$ cat config.mk
export PLATFORM = sky130hd
export DESIGN_NAME = fwc_synth_word
export DESIGN_NICKNAME = d
export VERILOG_FILES = /design/src/rtl/fwc_pkg.sv /design/src/rtl/fwc_divider.sv /design/src/rtl/fwc_prescale.sv /design/src/rtl/fwc_pack.sv /design/src/rtl/fwc_synth_word.sv
export SDC_FILE = /design/constraint.sdc
export NUM_CORES = 1
export LEC_CHECK = 0
export CELL_PAD_IN_SITES_DETAIL_PLACEMENT = 1
export CELL_PAD_IN_SITES_GLOBAL_PLACEMENT = 2
export CORE_MARGIN = 10
export CORE_UTILIZATION = 43
export DETAILED_ROUTE_END_ITERATION = 8
export HOLD_SLACK_MARGIN = 0.15
export MAX_ROUTING_LAYER = met4
export PLACE_DENSITY_LB_ADDON = 0.08
export SLEW_MARGIN = 40
export SYNTH_ARGS = -nofsm -noshare
export SYNTH_HDL_FRONTEND = slang
export SYNTH_SLANG_ARGS = --single-unit
$ cat constraint.sdc
create_clock -name clk -period 18.3 [get_ports clk]
set_clock_uncertainty 0.15 [all_clocks]
set_input_delay 1.83 -clock clk [delete_from_list [all_inputs] [get_ports clk]]
set_output_delay 1.83 -clock clk [all_outputs]
set_load 0.05 [all_outputs]
$ cat src/rtl/fwc_pkg.sv
package fwc_pkg;

   typedef enum logic [1:0] {
      ST_IDLE  = 2'd0,
      ST_FREQ  = 2'd1,
      ST_SCALE = 2'd2,
      ST_ROUND = 2'd3
   } fwc_state_e;

endpackage

$ cat src/rtl/fwc_divider.sv
// Restoring divider: one quotient bit per cycle, W cycles per division.
module fwc_divider #(
   parameter int W = 32
) (
   input  logic         clk,
   input  logic         rst_n,
   input  logic         go,
   input  logic [W-1:0] num,
   input  logic [W-1:0] den,
   output logic         busy,
   output logic         done,
   output logic [W-1:0] quo
);
   localparam int CW = $clog2(W + 1);

   logic [W-1:0]  rem_q;
   logic [W-1:0]  quo_q;
   logic [W-1:0]  den_q;
   logic [CW-1:0] cnt_q;
   logic [W:0]    shifted;
   logic [W+1:0]  trial;
   logic          unused_bits;

   assign shifted     = {rem_q, quo_q[W-1]};
   assign trial       = {1'b0, shifted} - {2'b00, den_q};
   assign unused_bits = trial[W] ^ shifted[W];
   assign quo         = quo_q;

   always_ff @(posedge clk or negedge rst_n) begin
      if (!rst_n) begin
         rem_q <= '0;
         quo_q <= '0;
         den_q <= '0;
         cnt_q <= '0;
         busy  <= 1'b0;
         done  <= 1'b0;
      end else begin
         done <= 1'b0;
         if (go) begin
            quo_q <= num;
            rem_q <= '0;
            den_q <= den;
            cnt_q <= CW'(W);
            busy  <= 1'b1;
         end else if (busy) begin
            if (!trial[W+1]) begin
               rem_q <= trial[W-1:0];
               quo_q <= {quo_q[W-2:0], 1'b1};
            end else begin
               rem_q <= shifted[W-1:0];
               quo_q <= {quo_q[W-2:0], 1'b0};
            end
            cnt_q <= cnt_q - CW'(1);
            if (cnt_q == CW'(1)) begin
               busy <= 1'b0;
               done <= 1'b1;
            end
         end
      end
   end
endmodule

$ cat src/rtl/fwc_prescale.sv
// Doubles the frequency up to MAX_SHIFT times while it stays below F_LOW.
module fwc_prescale #(
   parameter int W         = 32,
   parameter int F_LOW     = 8000,
   parameter int MAX_SHIFT = 3,
   parameter int SHIFT_W   = 2
) (
   input  logic [W-1:0]       f_in,
   output logic [W-1:0]       f_out,
   output logic [SHIFT_W-1:0] shift
);
   logic [W-1:0]       stage_f [MAX_SHIFT+1];
   logic [SHIFT_W-1:0] stage_s [MAX_SHIFT+1];

   assign stage_f[0] = f_in;
   assign stage_s[0] = '0;

   for (genvar i = 0; i < MAX_SHIFT; i++) begin : g_step
      logic low;
      assign low            = stage_f[i] < W'(F_LOW);
      assign stage_f[i + 1] = low ? (stage_f[i] << 1) : stage_f[i];
      assign stage_s[i + 1] = low ? (stage_s[i] + SHIFT_W'(1)) : stage_s[i];
   end

   assign f_out = stage_f[MAX_SHIFT];
   assign shift = stage_s[MAX_SHIFT];
endmodule

$ cat src/rtl/fwc_pack.sv
// Packs offset count, post-divider code and stop bits into the word.
module fwc_pack #(
   parameter int W         = 32,
   parameter int MAX_SHIFT = 3,
   parameter int N_ADJ     = 257,
   parameter int LOW_W     = 9,
   parameter int SHIFT_W   = 2,
   parameter int STOP_W    = 2,
   parameter int WORD_W    = LOW_W + SHIFT_W + STOP_W
) (
   input  logic [W-1:0]       count,
   input  logic [SHIFT_W-1:0] shift,
   output logic [WORD_W-1:0]  word
);
   logic [W-1:0]       offset;
   logic [SHIFT_W-1:0] code;
   logic               unused_hi;

   assign offset    = count - W'(N_ADJ);
   assign code      = SHIFT_W'(MAX_SHIFT) - shift;
   assign unused_hi = ^offset[W-1:LOW_W];
   assign word      = {{STOP_W{1'b1}}, code, offset[LOW_W-1:0]};
endmodule

$ cat src/rtl/fwc_synth_word.sv
module fwc_synth_word
   import fwc_pkg::*;
#(
   parameter int PERIOD_W  = 32,
   parameter int DIV_W     = 32,
   parameter int NUMER     = 100000000,
   parameter int F_MAX     = 15938,
   parameter int F_MIN     = 1000,
   parameter int F_LOW     = 8000,
   parameter int MAX_SHIFT = 3,
   parameter int REF_NUM   = 46,
   parameter int REF_DEN   = 1432,
   parameter int SCALE     = 1000,
   parameter int N_ADJ     = 257,
   parameter int LOW_W     = 9,
   localparam int SHIFT_W  = $clog2(MAX_SHIFT + 1),
   localparam int STOP_W   = 2,
   localparam int WORD_W   = LOW_W + SHIFT_W + STOP_W,
   localparam int PD_W     = MAX_SHIFT + 1
) (
   input  logic                clk,
   input  logic                rst_n,
   input  logic                start,
   input  logic [PERIOD_W-1:0] period_ps,
   output logic                ready,
   output logic                done,
   output logic                err,
   output logic [WORD_W-1:0]   word,
   output logic [PD_W-1:0]     post_div
);
   localparam int SCALED_MUL = REF_NUM * SCALE;

   if (PERIOD_W > DIV_W) begin : g_bad_period_w
      $error("period width exceeds divider width");
   end
   if ((F_LOW >> MAX_SHIFT) > F_MIN) begin : g_bad_shift
      $error("post divider range cannot lift the lowest frequency");
   end
   if (!(F_MIN < F_LOW && F_LOW <= F_MAX)) begin : g_bad_band
      $error("frequency limits out of order");
   end
   if (longint'(F_MAX) * 2 * longint'(SCALED_MUL) >= (longint'(1) << DIV_W)) begin : g_bad_range
      $error("scaled numerator overflows the divider");
   end
   if (SHIFT_W != 2) begin : g_bad_code
      $error("post divider code must be two bits wide");
   end

   fwc_state_e         state_q;
   logic               div_go, div_busy, div_done;
   logic [DIV_W-1:0]   div_num, div_den, div_quo;
   logic [DIV_W-1:0]   pre_f;
   logic [SHIFT_W-1:0] pre_shift, shift_q;
   logic [WORD_W-1:0]  packed_word;
   logic               in_range;
   logic               unused_busy;

   assign unused_busy = div_busy;
   assign in_range    = (div_quo <= DIV_W'(F_MAX)) && (div_quo >= DIV_W'(F_MIN));
   assign ready       = (state_q == ST_IDLE);

   fwc_divider #(.W(DIV_W)) u_div (
      .clk  (clk),
      .rst_n(rst_n),
      .go   (div_go),
      .num  (div_num),
      .den  (div_den),
      .busy (div_busy),
      .done (div_done),
      .quo  (div_quo)
   );

   fwc_prescale #(
      .W(DIV_W), .F_LOW(F_LOW), .MAX_SHIFT(MAX_SHIFT), .SHIFT_W(SHIFT_W)
   ) u_pre (
      .f_in (div_quo),
      .f_out(pre_f),
      .shift(pre_shift)
   );

   fwc_pack #(
      .W(DIV_W), .MAX_SHIFT(MAX_SHIFT), .N_ADJ(N_ADJ), .LOW_W(LOW_W),
      .SHIFT_W(SHIFT_W), .STOP_W(STOP_W), .WORD_W(WORD_W)
   ) u_pack (
      .count(div_quo),
      .shift(shift_q),
      .word (packed_word)
   );

   always_comb begin
      div_go  = 1'b0;
      div_num = '0;
      div_den = '0;
      case (state_q)
         ST_IDLE: if (start && period_ps != '0) begin
            div_go  = 1'b1;
            div_num = DIV_W'(NUMER);
            div_den = DIV_W'(period_ps);
         end
         ST_FREQ: if (div_done && in_range) begin
            div_go  = 1'b1;
            div_num = pre_f * DIV_W'(SCALED_MUL);
            div_den = DIV_W'(REF_DEN);
         end
         ST_SCALE: if (div_done) begin
            div_go  = 1'b1;
            div_num = div_quo + DIV_W'(SCALE / 2);
            div_den = DIV_W'(SCALE);
         end
         default: ;
      endcase
   end

   always_ff @(posedge clk or negedge rst_n) begin
      if (!rst_n) begin
         state_q  <= ST_IDLE;
         shift_q  <= '0;
         done     <= 1'b0;
         err      <= 1'b0;
         word     <= '0;
         post_div <= '0;
      end else begin
         done <= 1'b0;
         case (state_q)
            ST_IDLE: if (start) begin
               if (period_ps == '0) begin
                  done     <= 1'b1;
                  err      <= 1'b1;
                  word     <= '0;
                  post_div <= '0;
               end else begin
                  state_q <= ST_FREQ;
               end
            end
            ST_FREQ: if (div_done) begin
               if (in_range) begin
                  shift_q <= pre_shift;
                  state_q <= ST_SCALE;
               end else begin
                  done     <= 1'b1;
                  err      <= 1'b1;
                  word     <= '0;
                  post_div <= '0;
                  state_q  <= ST_IDLE;
               end
            end
            ST_SCALE: if (div_done) state_q <= ST_ROUND;
            ST_ROUND: if (div_done) begin
               done     <= 1'b1;
               err      <= 1'b0;
               word     <= packed_word;
               post_div <= PD_W'(1) << shift_q;
               state_q  <= ST_IDLE;
            end
            default: state_q <= ST_IDLE;
         endcase
      end
   end
endmodule

# After elaboration in Yosys (flattened, before gate mapping)
# Cells that the tools add are included.
[classes]
div_mod_pow = 0
mux = 62
n_reduce_logical = 11
shift = 1
n_eq_ne = 11
order_cmp = 5
bitwise_logic = 0
n_mul = 1
addsub = 7
[ops]
columns = ["op", "n"]
rows = [
  ["32-bit 2-to-1 mux", 11],
  ["32-bit case mux with 3 select lines", 2],
  ["32-bit by 13-bit < comparator with 1-bit output (second input constant)", 3],
  ["13-bit 2-to-1 mux", 5],
  ["13-bit case mux with 3 select lines", 1],
  ["33-bit by 32-bit subtractor with 34-bit output", 1],
  ["32-bit by 9-bit adder with 32-bit output (second input constant)", 1],
  ["32-bit by 10-bit >= comparator with 1-bit output (second input constant)", 1],
  ["32-bit by 14-bit <= comparator with 1-bit output (second input constant)", 1],
  ["32-bit logical NOT", 1],
  ["32-bit by 12-bit multiplier with 28-bit output (second input constant)", 1],
  ["32-bit nonzero test", 1],
  ["27-bit 2-to-1 mux", 1],
  ["1-bit 2-to-1 mux", 20],
  ["4-bit 2-to-1 mux", 5],
  ["2-bit 2-to-1 mux", 8],
  ["6-bit 2-to-1 mux", 2],
  ["4-bit case mux with 3 select lines", 1],
  ["11-bit 2-to-1 mux", 1],
  ["10-bit 2-to-1 mux", 1],
  ["1-bit case mux with 3 select lines", 3],
  ["9-bit subtractor (second input constant)", 1],
  ["2-bit by 1-bit != test with 1-bit output (second input constant)", 4],
  ["2-bit case mux with 4 select lines", 1],
  ["other kinds (15)", 21],
]
[word_totals]
reg_bits = 127
rom_bits = 0
out_inout_bits = 20
word_cells = 110
mem_count = 0
ram_bits = 0
latch_bits = 0

# Depth between registers and ports, before layout
[depth]
ltp_word = 10
ltp_mapped = 35
ltp_nobuf = 32

# Modules after synthesis
# Synthesis repeated with hierarchy kept, for this count alone.
[hier_totals]
cells_unflattened = 1710
area_unflattened_um2 = 14905.5
[by_module_without_submodules]
columns = ["mod", "cells_per_inst", "area_per_inst_um2", "seq_area_each_um2", "n_inst"]
rows = [
  ["fwc_synth_word", 809, 7367.1, 575.6, 1],
  ["fwc_divider", 738, 6412.4, 2602.5, 1],
  ["fwc_prescale", 138, 960.9, 0.0, 1],
  ["fwc_pack", 25, 165.2, 0.0, 1],
]

# Worst setup path after synthesis
# OpenSTA, ideal clock, no wires.
[synth_path]
path_type = "flip-flop to flip-flop"
start = "reg u_div.quo_q[18], in the netlist u_div.quo[18]"
end = "reg u_div.quo_q[28], in the netlist u_div.quo[28]"
stages_incl_launch_ff = 30
setup_slack_ns = 10.460
t_arrival_ns = 7.604
period_less_slack_ns = 7.840
path_buffers = 1
setup_time_ns = 0.087
path_cell_list = "dfrtp_1 > buf_4 > nor4_1 > and4_2 > nand3_2 > mux2i_1 > a2111oi_0 > a211oi_2 > a31oi_4 > mux2i_2 > inv_2 > xnor2_1 > ha_1 > ha_1 > inv_1 > fa_1 > inv_1 > fa_1 > inv_1 > fa_1 > inv_1 > ha_1 > a2111oi_0 > o31ai_1 > o311ai_0 > o22ai_1 > o41ai_1 > o21ai_0 > xnor2_1 > o211ai_1"
[synth_via]
elab_chain_cells = 10
[synth_lines]
columns = ["element", "line", "text"]
rows = [
  ["start, declared", "fwc_divider.sv:17", "logic [W-1:0] quo_q;"],
  ["start signal, assigned", "fwc_divider.sv:40", "quo_q <= num;"],
  ["start signal, assigned", "fwc_divider.sv:48", "quo_q <= {quo_q[W-2:0], 1'b1};"],
  ["start signal, assigned", "fwc_divider.sv:51", "quo_q <= {quo_q[W-2:0], 1'b0};"],
  ["32-bit by 13-bit < comparator with 1-bit output", "fwc_prescale.sv:20", "assign low = stage_f[i] < W'(F_LOW);"],
  ["32-bit 2-to-1 mux", "fwc_prescale.sv:21", "assign stage_f[i + 1] = low ? (stage_f[i] << 1) : stage_f[i];"],
  ["32-bit by 13-bit < comparator with 1-bit output", "fwc_prescale.sv:20", ""],
  ["32-bit 2-to-1 mux", "fwc_prescale.sv:21", ""],
  ["32-bit by 13-bit < comparator with 1-bit output", "fwc_prescale.sv:20", ""],
  ["32-bit 2-to-1 mux", "fwc_prescale.sv:21", ""],
  ["32-bit by 12-bit multiplier with 28-bit output", "fwc_synth_word.sv:102", "div_num = pre_f * DIV_W'(SCALED_MUL);"],
  ["32-bit 2-to-1 mux", "fwc_synth_word.sv:100", "ST_FREQ: if (div_done && in_range) begin"],
  ["32-bit case mux with 3 select lines", "fwc_synth_word.sv:94", "case (state_q)"],
  ["32-bit 2-to-1 mux", "fwc_divider.sv:39", "if (go) begin"],
]
# Parallel ways exist; a longest one is shown, timed or not.
# A chain may end at the register's enable or synchronous reset.

# Worst setup path in the final report
# Same ends and word-level chain as after synthesis.

==> impl_metrics.tcl <==
set metrics [dict create \
    outcome "finished, final reports clean" \
    die_h_um 201 \
    pwr-share-comb_pct 2.4 \
    fill_cells 3847 \
    internal_power_uw 507 \
    routedWlPerCell_um 20.0 \
    crit_end "u_div.quo[28]$_DFFE_PN0P_" \
    p_leak_uw 0.00745 \
    synthFlopType "dfrtp_1" \
    max_freq_ghz 0.100 \
    cp_common_cell "inv_1" \
    ys_seq_area_share_pct 22.3 \
    cts_made_buffers 17 \
    die_w_um 201 \
    worstSkewPairLatency_ns 0.43 \
    netlist.area_leader.share_pct 22.3 \
    finalSetupTns_ns 0 \
    ios 55 \
    place.port_buffers 54 \
    synthCells 1640 \
    postSynthAreaPerCell_um2 8.61 \
    rows 66 \
    yosys.cell_count.top_type "inv_1" \
    timing.rr.end "u_div.quo[28]$_DFFE_PN0P_" \
    instances_no_fill 2098 \
    grt_pass1_vias 12200 \
    wl_um 42000 \
    grt_pass1_wl_um 69300 \
    endpoint_kind "flop" \
    drv_slew 0 \
    r2r_cells 28 \
    cp.required_ns 18.45 \
    rr_startpoint "u_div.quo[18]$_DFFE_PN0P_" \
    ys_ff_latch 126 \
    drtPass1Iterations 7 \
    core_um2 32500 \
    finalCritPeriodShare_pct 54.5 \
    min_path_type "reg2reg" \
    r2r_setup_slack_ns 8.33 \
    finalWorstSetupSlack_ns 8.33 \
    holdCritStartpoint "post_div[0]$_DFFE_PN0P_" \
    synth.distinct_cells 82 \
    gp_congestion 0.874 \
    startpoint "u_div.quo[18]$_DFFE_PN0P_" \
    routed_via_density 5.48 \
    cts_sinks 126 \
    cts_setup_buffers 0 \
    nNetsFinal 1929 \
    drc 0 \
    synth_warnings 0 \
    drt.antenna.violating_nets 0 \
    worstMarginPinSlew_ns 0.823 \
    crit_arrival_ns 10.13 \
    synthTopCellsByCount "265 x inv_1, 144 x ha_1, 136 x nand2_1" \
    finalCriticalPeriod_ns 9.97 \
    synth_edf_count 0 \
    place_area_um2 15000 \
    place_ws_ns 8.42 \
    ctsLongestPathBuffers 2 \
    rsz0062_at_grt "no" \
    slowest_stage "a2111oi_0" \
    finalSetupViolCount 0 \
    peakVddDrop_v 0.0000752 \
    synth.largest_area_cell "dfrtp_1" \
    p_per_area_nw_per_um2 42.0 \
    async_reset_ff_share_pct 100 \
    cts_tree "yes" \
    clockRootBuffer "clkbuf_16" \
    diodes 0 \
    yosys-top-cells-area "dfrtp_1 22%, fa_1 15%, ha_1 13%" \
    p_switching_uw 148 \
    drtIter0Drc 593 \
    area_growth_pct 10.4 \
    max-cap-violations 0 \
    start_util_pct 43.5 \
    critPathKind "reg2reg" \
    synth_area_um2 14100 \
    swShare_pct 22.6 \
    seq_power_share_pct 42.5 \
    ctsResizeCount 0 \
    dp.cells 2066 \
    grt_max_degree 80 \
    clkTransAtPathRegs_ns 0.06 \
    finalInstanceArea_um2 15600 \
    layout-drive-gt1-share_pct 5.74 \
    crit_path_max_incr_delay_ns 0.63 \
    grt_usage_pct 21.7 \
    vias 11500 \
    hold_viol 0 \
    relSlewSlack_pct 44.9 \
    grt_antenna_before_repair 1 \
    ctsHoldBuffers 0 \
    dpl.hpwl_um 32800 \
    crit_path_start_kind "flop" \
    grt_overflow 0 \
    critPathMaxFanout 18 \
    htreeDepth 4 \
    pwr-share-clk_pct 55.1 \
    timing.hold.ws_ns 0.323 \
    dieArea_um2 40500 \
    syn_nets 1926 \
]
## critical path: cells and delay by family (launching register included)
kind / cells / cell delay [ns]
AO/OA/AOI/OAI: 10 / 4.00
adder cells (fa/ha/maj): 6 / 2.34
buffers and inverters: 5 / 0.34
flip-flops: 1 / 0.59
multiplexers: 2 / 0.70
XOR/XNOR: 2 / 0.55
AND/OR/NAND/NOR: 3 / 1.16
## state kept, by name, indices dropped and copies added (netlist names), named ones only
name         count
state_q          1
post_div         4
shift_q          2
u_div.quo       32
u_div.busy       1
u_div.rem_q     32
word            12
u_div.den_q     32
err              1
done             1
u_div.cnt_q      6
u_div.done       1
## stage by stage
stage / total power [uW] / utilization [%]
after floorplan: 284 / -
after global placement: 299 / 46.1
after detailed placement: 300 / 46.2
after CTS: 663 / 48.1
after global routing: 676 / 48.1
final: 656 / 48.1
## kinds of logic (layout without fill, tap and decap cells)
group / count (synthesis) / after routing / synth area share (%)
buffers and inverters: 352 / 368 / 9.80
AO/OA/AOI/OAI: 388 / 388 / 17.5
XOR/XNOR: 105 / 105 / 6.51
flip-flops: 126 / 126 / 22.3
AND/OR/NAND/NOR: 369 / 369 / 12.4
multiplexers: 48 / 48 / 3.56
adder cells (fa/ha/maj): 252 / 252 / 28.0
## final cells by class
type                       instances  area [um2]  area share (%)
multi-input combinational       1162        9620            61.7
sequential                       126        3150            20.2
inverter                         269        1010            6.47
timing repair buffer              67         647            4.15
tap                              442         553            3.54
clock buffer                      19         453            2.90
clock inverter                    13         161            1.03
## layout by cell type, fill, tap and decap left out, types with 13 or more instances in the layout
cell / netlist / final
a21o_1: 35 / 35
a21oi_1: 109 / 108
a31oi_1: 14 / 14
clkbuf_16: 0 / 17
clkdlybuf4s50_1: 0 / 53
dfrtp_1: 126 / 125
fa_1: 107 / 107
ha_1: 144 / 144
inv_1: 265 / 265
mux2i_1: 40 / 40
nand2_1: 136 / 136
nand3_1: 24 / 24
nand4_1: 13 / 13
nor2_1: 86 / 83
nor3_1: 26 / 25
o21ai_0: 111 / 111
xnor2_1: 76 / 76
xor2_1: 29 / 29
## layer usage
metal	up-vias	part of all wire, %	wire length, um	GRT usage, %
li1	5527	-	-	-
met1	5798	51	21200	30.8
met2	151	45	19100	32.6
met3	26	2.9	1200	2.55
met4	0	1.1	482	4.40
met5	-	0	0	-
## power by group through the flow
stage | Sequential (uW) | Clock, uW | Combinational [uW]
after floorplan | 284 | 0 | 0.406
after global placement | 284 | 0 | 15.8
after detailed placement | 284 | 0 | 16.2
after CTS | 279 | 368 | 16.2
after global routing | 278 | 380 | 17.2
final | 279 | 362 | 15.7
## how the worst min path moves through the flow
stage / slack (ns) / end / depth (start not counted)
after floorplan: 0.31 / u_div.rem_q[31]$_DFFE_PN0P_ / 2
after global placement: 0.31 / word[10]$_DFFE_PN0P_ / 1
after detailed placement: 0.31 / post_div[0]$_DFFE_PN0P_ / 2
after CTS: 0.33 / post_div[0]$_DFFE_PN0P_ / 2
after global routing: 0.36 / word[10]$_DFFE_PN0P_ / 1
final: 0.32 / post_div[0]$_DFFE_PN0P_ / 2
Note: power is estimated with default switching activity, not from simulation.
